`src/rtl/iova_table_walker.sv`:
```
module iova_table_walker (
  input  logic        clk,
  input  logic        rst_n,
  input  logic [31:0] tbl_base,
  input  logic        req_valid,
  input  logic [31:0] req_va,
  output logic        busy,
  output logic        done,
  output logic [31:0] phys_addr,
  output logic [1:0]  fault_code,
  output logic [31:0] fault_va,
  output logic        mem_req,
  output logic [31:0] mem_addr,
  input  logic        mem_rvalid,
  input  logic [31:0] mem_rdata,
  input  logic        mem_rerr
);

  localparam logic [1:0] FC_OK  = 2'd0;
  localparam logic [1:0] FC_L1  = 2'd1;
  localparam logic [1:0] FC_L2  = 2'd2;
  localparam logic [1:0] FC_BUS = 2'd3;

  typedef enum logic [1:0] {W_IDLE, W_LVL1, W_LVL2} wstate_t;

  wstate_t     state;
  logic [31:0] va_q;

  wire [1:0] kind      = mem_rdata[1:0];
  wire       got_l1    = (state == W_LVL1) && mem_rvalid;
  wire       got_l2    = (state == W_LVL2) && mem_rvalid;
  wire       l1_sect   = kind == 2'b10;
  wire       l1_table  = kind == 2'b01;
  wire       l2_fault  = kind == 2'b00;
  wire       l2_large  = kind == 2'b01;

  logic unused_attr_bits;
  assign unused_attr_bits = ^mem_rdata[9:2];

  assign busy = state != W_IDLE;

  always_ff @(posedge clk or negedge rst_n) begin
    if (!rst_n) begin
      state      <= W_IDLE;
      va_q       <= '0;
      done       <= 1'b0;
      phys_addr  <= '0;
      fault_code <= FC_OK;
      fault_va   <= '0;
      mem_req    <= 1'b0;
      mem_addr   <= '0;
    end else begin
      done    <= 1'b0;
      mem_req <= 1'b0;
      unique case (state)
        W_IDLE: if (req_valid) begin
          va_q       <= req_va;
          phys_addr  <= '0;
          fault_code <= FC_OK;
          mem_req    <= 1'b1;
          mem_addr   <= tbl_base + {18'd0, req_va[31:20], 2'b00};
          state      <= W_LVL1;
        end
        W_LVL1: if (mem_rvalid) begin
          if (mem_rerr) begin
            fault_code <= FC_BUS;
            fault_va   <= va_q;
            done       <= 1'b1;
            state      <= W_IDLE;
          end else if (l1_sect) begin
            phys_addr <= {mem_rdata[31:20], va_q[19:0]};
            done      <= 1'b1;
            state     <= W_IDLE;
          end else if (l1_table) begin
            mem_req  <= 1'b1;
            mem_addr <= {mem_rdata[31:10], va_q[19:12], 2'b00};
            state    <= W_LVL2;
          end else begin
            fault_code <= FC_L1;
            fault_va   <= va_q;
            done       <= 1'b1;
            state      <= W_IDLE;
          end
        end
        W_LVL2: if (mem_rvalid) begin
          done  <= 1'b1;
          state <= W_IDLE;
          if (mem_rerr) begin
            fault_code <= FC_BUS;
            fault_va   <= va_q;
          end else if (l2_fault) begin
            fault_code <= FC_L2;
            fault_va   <= va_q;
          end else if (l2_large) begin
            phys_addr <= {mem_rdata[31:16], va_q[15:0]};
          end else begin
            phys_addr <= {mem_rdata[31:12], va_q[11:0]};
          end
        end
        default: state <= W_IDLE;
      endcase
    end
  end

  AST_REQ_PULSE: assert property (@(posedge clk) disable iff (!rst_n)
    mem_req |=> !mem_req);
  AST_DONE_PULSE: assert property (@(posedge clk) disable iff (!rst_n)
    done |=> !done);
  AST_DONE_NOT_BUSY: assert property (@(posedge clk) disable iff (!rst_n)
    done |-> !busy);
  AST_ACCEPT_BUSY: assert property (@(posedge clk) disable iff (!rst_n)
    (!busy && req_valid) |=> (busy && mem_req));
  AST_L1_FAULT: assert property (@(posedge clk) disable iff (!rst_n)
    (got_l1 && !mem_rerr && (kind == 2'b00 || kind == 2'b11)) |=> (done && fault_code == FC_L1 && !mem_req));
  AST_SECTION_PA: assert property (@(posedge clk) disable iff (!rst_n)
    (got_l1 && !mem_rerr && l1_sect) |=> (done && fault_code == FC_OK && phys_addr[31:20] == $past(mem_rdata[31:20])));
  AST_L2_FETCH: assert property (@(posedge clk) disable iff (!rst_n)
    (got_l1 && !mem_rerr && l1_table) |=> (mem_req && !done && mem_addr[31:10] == $past(mem_rdata[31:10])));
  AST_L2_FAULT: assert property (@(posedge clk) disable iff (!rst_n)
    (got_l2 && !mem_rerr && l2_fault) |=> (done && fault_code == FC_L2));
  AST_BUS_ERR: assert property (@(posedge clk) disable iff (!rst_n)
    (busy && mem_rvalid && mem_rerr) |=> (done && fault_code == FC_BUS && !mem_req));
  AST_IGNORE_BUSY: assert property (@(posedge clk) disable iff (!rst_n)
    (busy && req_valid && !mem_rvalid) |=> !done);

endmodule

```
`config.mk`:
```
export PLATFORM = sky130hd
export DESIGN_NAME = iova_table_walker
export DESIGN_NICKNAME = d
export VERILOG_FILES = /design/src/rtl/iova_table_walker.sv
export SDC_FILE = /design/constraint.sdc
export NUM_CORES = 1
export LEC_CHECK = 0
export ABC_AREA = 1
export CELL_PAD_IN_SITES_DETAIL_PLACEMENT = 1
export CELL_PAD_IN_SITES_GLOBAL_PLACEMENT = 2
export CORE_MARGIN = 1.5
export CORE_UTILIZATION = 35
export CTS_CLUSTER_SIZE = 12
export DETAILED_ROUTE_END_ITERATION = 10
export DONT_BUFFER_PORTS = 1
export GPL_TIMING_DRIVEN = 0
export PLACE_DENSITY_LB_ADDON = 0.1
export SETUP_SLACK_MARGIN = 0.5
export SYNTH_ARGS = -nofsm -noshare
export SYNTH_HDL_FRONTEND = slang
export SYNTH_SLANG_ARGS = --single-unit
```
`constraint.sdc`:
```
create_clock -name clk -period 2.2 [get_ports clk]
set_input_delay 0.11 -clock clk [delete_from_list [all_inputs] [get_ports clk]]
set_output_delay 0.11 -clock clk [all_outputs]
set_load 0.03 [all_outputs]
```
; ---- Word-level counts from Yosys, hierarchy flattened
; Cells that the tools add are included.
[word_totals]
reg_bits = 134
in_bits = 101
out_inout_bits = 101
[classes]
addsub = 1
n_eq_ne = 16
muxes = 51
reduce_logical = 12
[op_table]
columns = op, count
row1 = 32-bit 2-to-1 mux, 19
row2 = 32-bit one-hot mux with 2 select lines, 2
row3 = 32-bit one-hot mux with 3 select lines, 1
row4 = 32-bit by 14-bit adder with 32-bit output, 1
row5 = 2-bit 2-to-1 mux, 14
row6 = "2-bit inequality test, second input constant", 9
row7 = 16-bit 2-to-1 mux, 1
row8 = 2-bit one-hot mux with 3 select lines, 2
row9 = 6-bit AND reduction, 2
row10 = 1-bit 2-to-1 mux, 10
row11 = "3-bit inequality test, second input constant", 3
row12 = 8-bit AND reduction, 1
row13 = 7-bit AND reduction, 1
row14 = 2-bit nonzero test, 3
row15 = "2-bit by 1-bit equality test with 1-bit output, second input constant", 2
row16 = "2-bit equality test, second input constant", 2
row17 = 2-bit zero test, 2
row18 = 1-bit one-hot mux with 2 select lines, 2
row19 = 3-bit AND reduction, 1
row20 = 3-bit nonzero test, 1
row21 = 2-bit AND reduction, 1

; ---- Depth between registers and ports, before layout
[depth]
word_depth = 6
ltp_mapped = 13

; ---- Worst setup path after synthesis
; OpenSTA, ideal clock, no wires.
[synth_path]
path_type = register to register
start = reg state[0]
end = reg phys_addr[10]
setup_time_ns = 0.065
arrival_time_ns = 1.732
setup_slack_ns = 0.403
stages_incl_launch_ff = 10
n_path_buf = 1
period_less_slack_ns = 1.797
cell_sequence = dfrtp_1 inv_1 ha_1 inv_1 nor2_1 a211oi_1 and2_1 clkbuf_1 nand3_1 nand2_1
[synth_between]
elab_chain_len = 3
word_cells_on_any_way = 13
classes_between = 9 x eq/ne / 1 x mux / 3 x reduce/logical
[synth_rtl]
columns = element, line
row1 = start: declaration, 26  ; wstate_t state;
row2 = start signal: assignment, 44  ; state <= W_IDLE;
row3 = start signal: assignment, 62  ; state <= W_LVL1;
row4 = start signal: assignment, 69  ; state <= W_IDLE;
row5 = 2-bit equality test (tied with other cells), 55  ; unique case (state)
row6 = 2-bit inequality test (no line) / 3-bit nonzero test (equally long branches), -
row7 = 8-bit AND reduction (no line), -
row8 = end signal: assignment, 71  ; phys_addr <= {mem_rdata[31:20], va_q[19:0]};
row9 = end signal: assignment, 95  ; phys_addr <= {mem_rdata[31:16], va_q[15:0]};
row10 = end signal: assignment, 97  ; phys_addr <= {mem_rdata[31:12], va_q[11:0]};
row11 = end: declaration, 9  ; output logic [31:0] phys_addr,
; Parallel ways exist; a longest one is shown, timed or not.
; A chain may end at the register's enable or synchronous reset.

; ---- Final worst setup path
[layout_path]
start = reg state[0]
end = reg mem_addr[21]
[layout_between]
elab_chain_len = 3
word_cells_on_any_way = 10
classes_between = 6 x eq/ne / 1 x mux / 3 x reduce/logical
[layout_rtl]
columns = element, line
row1 = 2-bit by 1-bit equality test with 1-bit output / 2-bit zero test (equally long branches), 55
row2 = 2-bit inequality test (no line) / 2-bit nonzero test (equally long branches), -
row3 = 6-bit AND reduction (no line), -
row4 = end signal: assignment, 61  ; mem_addr <= tbl_base + {18'd0, req_va[31:20], 2'b00};
row5 = end signal: assignment, 76  ; mem_addr <= {mem_rdata[31:10], va_q[19:12], 2'b00};
row6 = end: declaration, 13  ; output logic [31:0] mem_addr,
; Parallel ways exist; a longest one is shown, timed or not.

==> metrics.md <==
| Metric | Value |
|---|---|
| Slew @ Worst Pin | `0.559 ns` |
| Post-synth EDFFs | `0` |
| Failing checks | `hold timing` |
| Area Growth Syn to Fin | `41.6%` |
| Tot GR Track Use | `27.2%` |
| Total wire length | `28700 um` |
| DRC Markers | `0` |
| Most common cell after layout, fill and taps aside | `nand2_1` |
| Ant. Diodes | `0` |
| Largest net degree at the start of global routing | `135` |
| Post-Synthesis Cells | `958` |
| Grt total ovfl | `0` |
| Final Max Tran Viols | `0` |
| Root Buffer | `clkbuf_16` |
| Total of max-cap violations | `0` |
| DR vias | `6988` |
| Final #Nets | `1210` |
| Critical-path maximum fanout | `7` |
| I/O Buffers | `0` |
| CTS Sinks | `134` |
| CP max stage cell | `dfrtp_1` |
| Synthesized cell area | `7040 um^2` |
| Power Dens Cells | `1680 nW/um^2` |
| FP Rows | `51` |
| DIE HEIGHT | `145 um` |
| Number of CTS-inserted buffers | `17` |
| Vias in the first global route | `7411` |
| Most frequent cells in the layout | `254 x nand2_1, 133 x dfrtp_1, 107 x inv_1, 85 x nor2_1, 73 x dlygate4sd3_1` |
| Final setup violation count | `0` |
| Crit path cell chain | `buf_6 -> ha_4 -> inv_6 -> o21ai_2 -> nand2_2 -> nor2_4 -> inv_4 -> buf_12 -> buf_16 -> a21oi_2 -> a21oi_1` |
| Fin Clk Skew | `0.0108 ns` |
| Relative max-transition margin | `62.3%` |
| FMAX | `536 MHz` |
| Clock slew at reported path FFs | `0.07 ns` |
| Static leakage | `5.01 nW` |
| GPL Wtd Cong | `0.832` |
| FF+latch count, synth | `134` |
| Starting Density | `35.9%` |
| Core Area | `19600 um^2` |
| Antenna Nets Post-Route | `0` |
| CTS max path bufs | `2` |
| Io pins | `202` |
| CP arrival | `2.17 ns` |
| Fin crit period | `1.86 ns` |
| Syn_nets | `1076` |
| Final cycle utilization of the critical path | `84.8%` |
| Crit-path max cell delay | `0.44 ns` |
| Kind of critical path | `reg -> reg` |
| Post-CTS Hold Buffers | `73` |
| RSZ-0062 raised after global routing | `true` |
| Hold WS | `-0.622 ns` |
| H-tree Lvls | `4` |
| Status | `finished with violations` |
| Worst-Skew Late Latency | `0.42 ns` |
| Die area | `21000 um^2` |
| Ys flop type | `dfrtp_1` |
| Hold Crit Class | `in -> async` |
| Post-DP HPWL | `19300 um` |
| Layout fillers | `2344` |
| Cell count after placement | `1223` |
| Number of library cell types mapped by synthesis | `34` |
| Avg Cell Area, Syn | `7.35 um^2` |
| Initial DRC Count | `279` |
| DR WL/cell | `20.9 um` |
| Fraction of registers with async set/reset | `100%` |
| Maximum vdd drop | `0.000624 V` |
| First-pass GRT wire length | `42300 um` |
| Crit start category | `register` |
| Register area share after synthesis | `47.7%` |
| First-pass iteration count of the detailed router | `4` |
| Final Hold Fails | `135` |
| CP Capture Type | `register` |
| Chip Width | `145 um` |
| Post-route insts no fill | `1370` |
| Ys Warns | `0` |
| CP required | `2.51 ns` |
| CTS tree | `done` |
| Antenna violations before repair | `0` |
| Vias/cell | `5.10` |
| Layout cell share with drive strength beyond 1 | `21.4%` |
what timing repair did:
item,4_1_cts,5_1_grt
setup buffers,19,9
endpoints found under the hold margin,207,134
resized for setup,219,74
setup endpoints to repair,134,124
pin swaps,23,14
gates cloned,14,0
cells in the mapped netlist (2+ instances only):
master / count / area share, %
buf_2: 12 / 0.85
nand3_1: 87 / 6.2
or2_1: 2 / 0.18
o22ai_1: 5 / 0.44
o21ai_0: 47 / 3.3
inv_2: 4 / 0.21
nor2_1: 96 / 5.1
a21boi_0: 2 / 0.21
inv_1: 111 / 5.9
xor2_1: 2 / 0.25
a21oi_1: 81 / 5.8
o21ai_1: 10 / 0.71
clkbuf_1: 16 / 0.85
and2_1: 4 / 0.36
ha_1: 16 / 2.8
dfrtp_1: 134 / 48
nand2_1: 295 / 16
or2_2: 5 / 0.44
buf_1: 5 / 0.27
nand4_1: 6 / 0.53
a31oi_1: 2 / 0.18
nor3_1: 4 / 0.28
stage by stage:
step / instance area [um^2] / utilization, % / setup slack [ns] / total power, W / TNS [ns]
2_1_floorplan: 7040 / - / 0.518 / 0.00870 / 0
3_3_place_gp: 7370 / 37.6 / -0.169 / 0.0102 / -2.28
3_5_place_dp: 7370 / 37.6 / -0.172 / 0.0103 / -2.38
4_1_cts: 9660 / 49.3 / 0.411 / 0.0160 / 0
5_1_grt: 9970 / 50.9 / 0.260 / 0.0177 / 0
6_report: 9970 / 50.9 / 0.335 / 0.0168 / 0
cell type report:
type	instances	area [um^2]	area share, %
tap	265	332	3.33
timing repair buffer	113	1220	12.2
buffer	35	377	3.78
multi-input combinational	676	3640	36.5
clock buffer	17	425	4.27
inverter	115	464	4.66
sequential	134	3350	33.7
clock inverter	15	155	1.56
final timing paths:
path	startpoint	to	slack [ns]	cells after the start
max in group asynchronous	rst_n	mem_addr[1]	2.56	0
max reg2reg	state[0]	mem_addr[21]	0.34	11
max	state[0]	mem_addr[21]	0.34	11
min	rst_n	mem_addr[10]	-0.62	0
min in group clk	mem_rerr	fault_code[0]	-0.04	4
min reg2reg	va_q[2]	phys_addr[2]	0.50	2
kinds of logic after synthesis:
logic type	Yosys count	share of synthesized area (%)
AO/OA/AOI/OAI	148	10.8
XOR/XNOR	2	0.249
adder cells (fa/ha/maj)	17	3.13
buffers and inverters	150	8.37
flip-flops	134	47.7
AND/OR/NAND/NOR	507	29.8
critical path, delay by kind of cell, from the launching register on:
family / cells / cell delay, ns
AO/OA/AOI/OAI: 3 / 0.32
adder cells (fa/ha/maj): 1 / 0.20
buffers and inverters: 5 / 0.56
flip-flops: 1 / 0.44
AND/OR/NAND/NOR: 2 / 0.21
sequential cells by signal, summed over array words and instances (netlist names):
register	cells
done	1
mem_req	1
fault_code	2
state	2
va_q	32
mem_addr	32
fault_va	32
phys_addr	32
where the power goes:
part	internal (W)	switching [W]
sequential	0.00357	0.00249
clock	0.00152	0.00134
combinational	0.00344	0.00443
routing by layer:
layer  share of wire, %  routed length (um)  global-route usage [%]  vias up
li1                   -                   -                       -     3329
met5                  0                   0                       0        -
met4                2.4                 685                    8.51        0
met2                 48               13900                    45.7      199
met1                 43               12300                    34.2     3421
met3                6.3                1790                    7.21       39
Power figures use the tool's default switching activity.
